File: src/rtl/dslope_pkg.sv
// Shared types for the dual-slope sequencer.
package dslope_pkg;
    typedef enum logic [1:0] {
        PH_AZ  = 2'd0,
        PH_INT = 2'd1,
        PH_DE  = 2'd2
    } phase_t;
endpackage

File: src/rtl/dslope_prescale.sv
// Integration-tick generator.
// Emits a one-cycle tick every DIV oscillator cycles.
// Assumes DIV >= 2. Reset is synchronous, active low.
module dslope_prescale #(
    parameter int DIV = 4
) (
    input  logic clk,
    input  logic rst_n,
    output logic tick
);
    localparam int DW = (DIV > 2) ? $clog2(DIV) : 1;
    localparam logic [DW-1:0] DIV_LAST = DW'(DIV - 1);

    logic [DW-1:0] div_q;

    assign tick = (div_q == DIV_LAST);

    // Free-running modulo-DIV counter.
    always_ff @(posedge clk) begin
        if (!rst_n)    div_q <= '0;
        else if (tick) div_q <= '0;
        else           div_q <= div_q + DW'(1);
    end

    // Ticks never come back to back.
    p_tick_gap_r1: assert property (@(posedge clk) disable iff (!rst_n)
        tick |=> !tick);
endmodule

File: src/rtl/dslope_sync.sv
// Multi-flop synchronizer for the asynchronous comparator level.
// Assumes STAGES >= 2. Resets to 0.
module dslope_sync #(
    parameter int STAGES = 2
) (
    input  logic clk,
    input  logic rst_n,
    input  logic d,
    output logic q
);
    logic [STAGES-1:0] sh_q;

    // Shift the raw level through the flop chain.
    always_ff @(posedge clk) begin
        if (!rst_n) sh_q <= '0;
        else        sh_q <= {sh_q[STAGES-2:0], d};
    end

    assign q = sh_q[STAGES-1];
endmodule

File: src/rtl/dslope_bcd_cnt.sv
// Cascaded decimal counter of DIGITS decades.
// clr has priority over inc. Each decade wraps 9 -> 0 and carries upward.
module dslope_bcd_cnt #(
    parameter int DIGITS = 4
) (
    input  logic                  clk,
    input  logic                  rst_n,
    input  logic                  clr,
    input  logic                  inc,
    output logic [4*DIGITS-1:0]   value
);
    logic [DIGITS-1:0] carry;

    assign carry[0] = inc;

    for (genvar gi = 0; gi < DIGITS; gi++) begin : g_dec
        logic [3:0] dig_q;
        logic       at_nine;

        assign at_nine = (dig_q == 4'd9);

        if (gi < DIGITS - 1) begin : g_carry
            assign carry[gi+1] = carry[gi] && at_nine;
        end

        // One decade: clear, hold, or step with wrap.
        always_ff @(posedge clk) begin
            if (!rst_n || clr)  dig_q <= 4'd0;
            else if (carry[gi]) dig_q <= at_nine ? 4'd0 : dig_q + 4'd1;
        end

        assign value[4*gi +: 4] = dig_q;

        // A decade never leaves the decimal range.
        p_digit_range_r8: assert property (@(posedge clk) disable iff (!rst_n)
            dig_q <= 4'd9);
    end
endmodule

File: src/rtl/dslope_seq.sv
// Dual-slope conversion sequencer (top).
// Runs offset-nulling, integration and de-integration on integration ticks.
// Latches the comparator polarity at the end of integration, counts
// de-integration ticks in BCD until a crossing or the limit, and hands any
// unused de-integration budget to the next offset-nulling phase.
// Assumes CYCLE > INT_CNT + DEINT_MAX + 1 and a DIGITS-wide BCD range that
// holds DEINT_MAX. Synchronous active-low reset.
module dslope_seq
    import dslope_pkg::*;
#(
    parameter int DIV         = 4,
    parameter int INT_CNT     = 1000,
    parameter int DEINT_MAX   = 1999,
    parameter int CYCLE       = 4000,
    parameter int DIGITS      = 4,
    parameter int SYNC_STAGES = 2
) (
    input  logic                clk_osc,
    input  logic                rst_n,
    input  logic                cmp_in,
    output logic                az_en,
    output logic                int_en,
    output logic                deint_en,
    output logic                ref_neg,
    output logic [4*DIGITS-1:0] bcd_out,
    output logic                sign_out,
    output logic                ovr_out,
    output logic                done
);
    localparam int CW = $clog2(CYCLE + 1);
    localparam logic [CW-1:0] AZ_FIRST = CW'(CYCLE - INT_CNT - DEINT_MAX - 1);
    localparam logic [CW-1:0] AZ_BASE  = CW'(CYCLE - INT_CNT - 1);
    localparam logic [CW-1:0] INT_LAST = CW'(INT_CNT - 1);
    localparam logic [CW-1:0] DE_LAST  = CW'(DEINT_MAX);

    logic                tick;
    logic                cmp_s;
    phase_t              phase_q;
    logic [CW-1:0]       pcnt_q;
    logic [CW-1:0]       az_len_q;
    logic                pol_q;
    logic [4*DIGITS-1:0] cnt_bcd;
    logic [4*DIGITS-1:0] result_q;
    logic                sign_q;
    logic                ovr_q;
    logic                done_q;
    logic                crossing;
    logic                de_last;
    logic                bcd_clr;
    logic                bcd_inc;

    dslope_prescale #(.DIV(DIV)) u_pre (
        .clk   (clk_osc),
        .rst_n (rst_n),
        .tick  (tick)
    );

    dslope_sync #(.STAGES(SYNC_STAGES)) u_sync (
        .clk   (clk_osc),
        .rst_n (rst_n),
        .d     (cmp_in),
        .q     (cmp_s)
    );

    // Crossing and limit detection for the current de-integration tick.
    always_comb begin
        crossing = (phase_q == PH_DE) && (cmp_s != pol_q);
        de_last  = (pcnt_q == DE_LAST);
        bcd_clr  = tick && (phase_q == PH_INT) && (pcnt_q == INT_LAST);
        bcd_inc  = tick && (phase_q == PH_DE) && !crossing && !de_last;
    end

    dslope_bcd_cnt #(.DIGITS(DIGITS)) u_bcd (
        .clk   (clk_osc),
        .rst_n (rst_n),
        .clr   (bcd_clr),
        .inc   (bcd_inc),
        .value (cnt_bcd)
    );

    // Phase sequencer, polarity latch and result capture.
    always_ff @(posedge clk_osc) begin
        if (!rst_n) begin
            phase_q  <= PH_AZ;
            pcnt_q   <= '0;
            az_len_q <= AZ_FIRST;
            pol_q    <= 1'b0;
            result_q <= '0;
            sign_q   <= 1'b0;
            ovr_q    <= 1'b0;
            done_q   <= 1'b0;
        end else begin
            done_q <= 1'b0;
            if (tick) begin
                unique case (phase_q)
                    PH_AZ: begin
                        if (pcnt_q == az_len_q - CW'(1)) begin
                            phase_q <= PH_INT;
                            pcnt_q  <= '0;
                        end else begin
                            pcnt_q  <= pcnt_q + CW'(1);
                        end
                    end
                    PH_INT: begin
                        if (pcnt_q == INT_LAST) begin
                            phase_q <= PH_DE;
                            pcnt_q  <= '0;
                            pol_q   <= cmp_s;
                        end else begin
                            pcnt_q  <= pcnt_q + CW'(1);
                        end
                    end
                    PH_DE: begin
                        if (crossing || de_last) begin
                            phase_q  <= PH_AZ;
                            pcnt_q   <= '0;
                            az_len_q <= AZ_BASE - pcnt_q;
                            result_q <= cnt_bcd;
                            sign_q   <= ~pol_q;
                            ovr_q    <= ~crossing;
                            done_q   <= 1'b1;
                        end else begin
                            pcnt_q   <= pcnt_q + CW'(1);
                        end
                    end
                    default: begin
                        phase_q <= PH_AZ;
                        pcnt_q  <= '0;
                    end
                endcase
            end
        end
    end

    assign az_en    = (phase_q == PH_AZ);
    assign int_en   = (phase_q == PH_INT);
    assign deint_en = (phase_q == PH_DE);
    assign ref_neg  = pol_q;
    assign bcd_out  = result_q;
    assign sign_out = sign_q;
    assign ovr_out  = ovr_q;
    assign done     = done_q;

    // Integration is always followed by de-integration.
    p_int_then_de_r2: assert property (@(posedge clk_osc) disable iff (!rst_n)
        $fell(int_en) |-> deint_en);

    // De-integration is always followed by offset-nulling.
    p_de_then_az_r2: assert property (@(posedge clk_osc) disable iff (!rst_n)
        $fell(deint_en) |-> az_en);

    // The de-integration counter never passes its limit.
    p_de_bound_r5: assert property (@(posedge clk_osc) disable iff (!rst_n)
        deint_en |-> (pcnt_q <= DE_LAST));

    // Reference polarity holds throughout de-integration.
    p_ref_hold_r7: assert property (@(posedge clk_osc) disable iff (!rst_n)
        (deint_en && $past(deint_en)) |-> $stable(ref_neg));

    // The completion strobe lasts one cycle.
    p_done_pulse_r8: assert property (@(posedge clk_osc) disable iff (!rst_n)
        done |=> !done);

    // Results change only together with the strobe.
    p_result_hold_r8: assert property (@(posedge clk_osc) disable iff (!rst_n)
        !done |-> $stable(bcd_out));
endmodule

File: config.mk
export PLATFORM = sky130hd
export DESIGN_NAME = dslope_seq
export DESIGN_NICKNAME = d
export VERILOG_FILES = /design/src/rtl/dslope_pkg.sv /design/src/rtl/dslope_prescale.sv /design/src/rtl/dslope_sync.sv /design/src/rtl/dslope_bcd_cnt.sv /design/src/rtl/dslope_seq.sv
export SDC_FILE = /design/constraint.sdc
export NUM_CORES = 1
export LEC_CHECK = 0
export ABC_AREA = 0
export CAP_MARGIN = 20
export CORE_MARGIN = 2
export CORE_UTILIZATION = 53
export DETAILED_ROUTE_END_ITERATION = 12
export GPL_ROUTABILITY_DRIVEN = 0
export GPL_TIMING_DRIVEN = 0
export PLACE_DENSITY = 0.76
export SLEW_MARGIN = 20
export SYNTH_ARGS = -nofsm -noshare
export SYNTH_HDL_FRONTEND = slang
export SYNTH_HIERARCHICAL = 1
export SYNTH_SLANG_ARGS = --single-unit
File: constraint.sdc
create_clock -name clk_osc -period 2.9 [get_ports clk_osc]
set_clock_uncertainty 0.2 [all_clocks]
set_input_delay 0.58 -clock clk_osc [delete_from_list [all_inputs] [get_ports clk_osc]]
set_output_delay 0.58 -clock clk_osc [all_outputs]
set_load 0.03 [all_outputs]
==> Word level (Yosys, flattened, before mapping) <==
Index checks and enable logic that the tools add are counted.
{ "op_classes": {"n_addsub": 8, "reduce_logical": 20, "order_cmp": 0, "multipliers": 0, "bitwise_logic": 3, "mux": 13, "n_eq_ne": 14, "n_shift": 0, "div": 0} }
{ "op_table": {"columns": ["operator", "n"], "rows": [
  ["2-to-1 mux 12 bit", 3],
  ["case mux 12 bit (3 select lines)", 1],
  ["adder 4 x 1 -> 4 bit (second input constant)", 4],
  ["equality test 4 bit (second input constant)", 4],
  ["2-to-1 mux 4 bit", 4],
  ["adder 12 x 1 -> 12 bit (second input constant)", 1],
  ["equality test 12 x 10 -> 1 bit (second input constant)", 1],
  ["equality test 12 x 11 -> 1 bit (second input constant)", 1],
  ["equality test 12 bit", 1],
  ["subtractor 12 x 1 -> 12 bit (second input constant)", 1],
  ["subtractor 12 bit (first input constant)", 1],
  ["logical AND 1 bit", 9],
  ["AND reduction 3 bit", 3],
  ["2-to-1 mux 2 bit", 3],
  ["inequality test 2 x 1 -> 1 bit (second input constant)", 3],
  ["case mux 2 bit (3 select lines)", 1],
  ["equality test 2 bit (second input constant)", 2],
  ["AND reduction 4 bit", 1],
  ["logical NOT 1 bit", 3],
  ["NOT 1 bit", 3],
  ["adder 2 x 1 -> 2 bit (second input constant)", 1],
  ["equality test 2 x 1 -> 1 bit (second input constant)", 1],
  ["logical NOT 2 bit", 1],
  ["logical OR 1 bit", 2],
  ["3 further kinds", 3]
]} }
{ "word_totals": {"out_inout_bits": 23, "latchBits": 0, "memories": 0, "ramBits": 0, "rom_bits": 0, "ff_bits": 66, "elab_cells": 72} }

==> Depth between registers and ports, before layout <==
{ "logic_depth": {"depth_word": 8, "depth_mapped": 12, "depth_no_buf": 9} }

==> By module <==
The synthesis kept the hierarchy.
{ "modules_own_cells": {"columns": ["module", "n_inst", "cells_per_inst", "seq_area_each_um2", "area_per_inst_um2"], "rows": [
  ["dslope_seq", 1, 334, 920.9, 2710.1],
  ["dslope_bcd_cnt", 1, 91, 320.3, 792.0],
  ["dslope_prescale", 1, 5, 40.0, 73.8],
  ["dslope_sync", 1, 4, 40.0, 52.6]
]} }

==> Worst setup path after synthesis <==
OpenSTA, ideal clock, no wires.
{ "synth_timing": {"path_kind": "register to register", "startpoint": "register az_len_q[0]", "endpoint": "register pcnt_q[8]", "synth_period_minus_slack_ns": 2.893, "slack_ns": 0.007, "setup_ns": 0.140, "required_time_ns": 2.560, "arrival_time_ns": 2.554, "path_stages_with_launch": 13, "n_path_buf": 3, "path_cell_list": "dfxtp_1 -> clkbuf_1 -> inv_1 -> ha_1 -> clkbuf_1 -> nand2b_1 -> or4b_4 -> mux2i_1 -> a221oi_2 -> nand4_4 -> buf_8 -> a31oi_1 -> a31oi_1"} }
{ "synth_between": {"elab_chain_cells": 4} }
{ "synth_lines": {"columns": ["item", "line_no", "rtl"], "rows": [
  ["start, declared", "dslope_seq.sv:40", "logic [CW-1:0] az_len_q;"],
  ["start signal, assigned", "dslope_seq.sv:117", "az_len_q <= AZ_BASE - pcnt_q;"],
  ["subtractor 12 x 1 -> 12 bit", "dslope_seq.sv:97", "if (pcnt_q == az_len_q - CW'(1)) begin"],
  ["equality test 12 bit", "dslope_seq.sv:97", null],
  ["2-to-1 mux 12 bit", "dslope_seq.sv:97", null],
  ["case mux 12 bit (3 select lines)", "dslope_seq.sv:95", "unique case (phase_q)"],
  ["end signal, assigned", "dslope_seq.sv:101", "pcnt_q <= pcnt_q + CW'(1);"],
  ["end signal, assigned", "dslope_seq.sv:110", "pcnt_q <= pcnt_q + CW'(1);"],
  ["end signal, assigned", "dslope_seq.sv:123", "pcnt_q <= pcnt_q + CW'(1);"],
  ["end, declared", "dslope_seq.sv:39", "logic [CW-1:0] pcnt_q;"]
]} }
No other way between the ends.
A chain may end at the register's enable or synchronous reset.

==> Final worst setup path <==
{ "layout_timing": {"startpoint": "register az_len_q[6]", "endpoint": "register pcnt_q[10]"} }
Same word-level chain as after synthesis.

==> results.md <==
* TritonCTS clock tree: built
* Num CTS Buffers at 9
* Worst-path clk slew at 0.07 ns
* Worst setup margin at 0.0202 ns
* Final min period at 2.88 ns
* Outcome: finished, final reports clean
* Final WL at 8.99 mm
* DIE WIDTH at 86.7 µm
* Crit path buffers/inverters at 2
* Hpwl dp at 6.07 mm
* Combinational power share at 3.0%
* Layout cells sized above 1 at 13.0%
* Cells after Synth at 434
* Static Leakage at 1.63 nW
* Max-Cap Viols at 0
* Cells along the critical path: or3_4 -> or4b_4 -> mux2i_2 -> a221oi_2 -> buf_4 -> nand4_4 -> buf_8 -> a31oi_2 -> a31oi_1
* ANT nets after route at 0
* Drt wl/cell at 16.2 µm
* Die area at 7520 µm²
* Max FO, Critical Path at 6
* Grt ovf at 0
* Pre-CTS WS at -0.389 ns
* Max Slew Vio Count at 0
* Top FF cell, synth: dfxtp_1
* Reg power frac at 50.6%
* Final setup TNS at 0 ns
* Clock latency on the worst-skew pair at 0.35 ns
* Met1 global-route usage at 33.6%
* GR Util met2 at 36.9%
* Peak supply drop at 310 µV
* Drt first-iter violations at 273
* Most common cell after layout, fill and taps aside: nand2_1
* Fin crit share at 99.3%
* Worst path max stage delay at 0.53 ns
* Slew HR at 61.1%
* Core area at 6720 µm²
* Synthesis-to-layout area growth at 18.7%
* CP max stage cell: or4b_4
* Clock root cell: clkbuf_8
* Routing usage on met3 at 4.57%
* Register area share after synthesis at 36.4%
* Syn_nets at 442
* Site Rows at 30
* Worst-margin pin slew at 0.584 ns
* Worst Setup End Kind: flip-flop
* ANT cells at 0
* Internal power at 1.43 mW
* Share of total power in the clock network at 46.4%
* FF+latch count, synth at 66
* Worst Path Arrival at 2.88 ns
* CP required at 2.90 ns
* GR peak layer: met2
* Final Hold Viols at 0
* Via count at 3363
* Final hold slack at 0.240 ns
* Most frequent cells in the layout: nand2_1, dfxtp_1, nor2_1, nand3_1, clkdlybuf4s50_1
* Largest net degree at the start of global routing at 11
* Share of flip-flops with an asynchronous set or reset at 0%
* Clk buf depth at 2
* DR vias/cell at 6.05
* Die boundary height at 86.7 µm
* Clock sink count at 66
* Pre-Repair DR Iteration Count at 7
* Tot GR Track Use at 24.2%
* Syn Area/Cell at 8.36 µm²
* Max Freq at 347 MHz
* Hold Buf Count CTS at 0
* Initial antenna violation count at 0
* H-tree depth at 3
* Pwr Density at 421 nW/µm²
* Final setup violation count at 0
* First-pass GRT wire length at 14.4 mm
* I/O pin cnt at 26
* Fin nets at 481
* Post-synth EDFFs at 0
* Worst Hold Class: flip-flop to flip-flop
* Cell family with the largest share of critical-path delay: simple AND/OR/NAND/NOR gates
* Initial Utilization at 54.0%
* Critical path class: flip-flop to flip-flop
* Port Buffer Count at 25
* DRC Markers at 0
* Yosys cell types at 65
* NetSw at 384 µW
* Vias in the first global route at 3074
* Warnings, synthesis at 6
* Critical path launch point type: flip-flop
* Switching share of power at 21.2%
* Synth Cell Area at 3630 µm²
==> cells by family after synthesis <==
kind of cell	share of synthesized area (%)
AND/OR/NAND/NOR	30.0
AO/OA/AOI/OAI	19.2
flip-flops	36.4
buffers and inverters	5.28
XOR/XNOR	6.52
adder cells (fa/ha/maj)	1.72
multiplexers	0.828
==> repair_timing <==
item	CTS	global route
setup buffers	1	5
pin swaps	2	4
gates cloned	0	1
gates resized for setup	2	16
setup endpoints to repair	13	22
==> layer usage <==
| metal | part of all wire [%] | up-vias |
|---|---|---|
| met5 | 0 | - |
| met4 | 1.9 | 0 |
| li1 | - | 1620 |
| met2 | 46 | 132 |
| met1 | 47 | 1592 |
| met3 | 5.5 | 19 |
==> synth_stat cells, types with 2 or more instances <==
cell type | number | area share (%)
a21boi_0 | 18 | 3.7
a21boi_1 | 2 | 0.41
a21oi_1 | 12 | 1.7
a31oi_1 | 9 | 1.6
and2_1 | 6 | 1.0
and3_1 | 5 | 0.86
and4_1 | 2 | 0.48
and4b_1 | 3 | 0.83
and4bb_2 | 2 | 0.69
buf_2 | 5 | 0.69
clkbuf_1 | 21 | 2.2
dfxtp_1 | 66 | 36
ha_1 | 5 | 1.7
inv_1 | 15 | 1.6
mux2i_1 | 3 | 0.83
nand2_1 | 68 | 7.0
nand2b_1 | 6 | 1.0
nand3_1 | 27 | 3.7
nand3b_1 | 2 | 0.41
nand4_1 | 11 | 1.9
nand4_4 | 2 | 1.2
nand4b_1 | 3 | 0.72
nor2_1 | 29 | 3.0
nor2b_1 | 6 | 1.0
nor3_1 | 5 | 0.69
nor3b_1 | 4 | 0.83
nor4b_1 | 3 | 0.72
o2111ai_1 | 2 | 0.48
o211a_1 | 5 | 1.4
o211ai_1 | 10 | 2.1
o21a_1 | 3 | 0.62
o21ai_0 | 11 | 1.5
o311ai_2 | 3 | 1.3
o31a_1 | 2 | 0.48
o31ai_1 | 2 | 0.41
or3_1 | 2 | 0.34
xnor2_1 | 13 | 3.1
xor2_1 | 14 | 3.4
==> metrics by stage <==
step	std cells	utilization (%)	instance area (µm²)	power, mW
floorplan	434	-	3630	0.971
global placement	539	59.2	3980	0.988
detailed placement	539	59.2	3980	0.990
finish	556	64.1	4310	1.81
global route	556	64.1	4310	1.86
CTS	552	62.5	4200	1.82
==> area by class of cell <==
cell class / instances / area (µm²)
inverter: 15 / 56.3
buffer: 25 / 114
sequential: 66 / 1330
multi-input combinational: 324 / 2180
clock inverter: 3 / 65.1
tap: 80 / 100
fill: 543 / 2410
timing repair buffer: 32 / 320
clock buffer: 11 / 141
==> flip-flops by register name, summed over array words and instances, names as in the netlist <==
| name | cells |
|---|---|
| az_len_q | 12 |
| bcd_out | 16 |
| done | 1 |
| ovr_out | 1 |
| pcnt_q | 12 |
| phase_q | 2 |
| ref_neg | 1 |
| sign_out | 1 |
| u_bcd/g_dec.dig_q | 16 |
| u_pre/div_q | 2 |
| u_sync/sh_q | 2 |
==> power groups by stage <==
stage	sequential, mW	combinational (mW)	clock [mW]
global route	0.917	0.0581	0.888
CTS	0.917	0.0535	0.851
global placement	0.937	0.0515	0
detailed placement	0.937	0.0529	0
finish	0.917	0.0541	0.841
floorplan	0.936	0.0354	0
==> final timing paths <==
| check | startpoint | end | slack [ns] | cells after the start |
|---|---|---|---|---|
| max reg2reg | az_len_q[6] | pcnt_q[10] | 0.02 | 9 |
| max | az_len_q[6] | pcnt_q[10] | 0.02 | 9 |
| min reg2reg | u_pre/div_q[0] | u_pre/div_q[0] | 0.24 | 1 |
| min | u_pre/div_q[0] | u_pre/div_q[0] | 0.24 | 1 |
No activity file was read; power rests on OpenSTA's default activity.
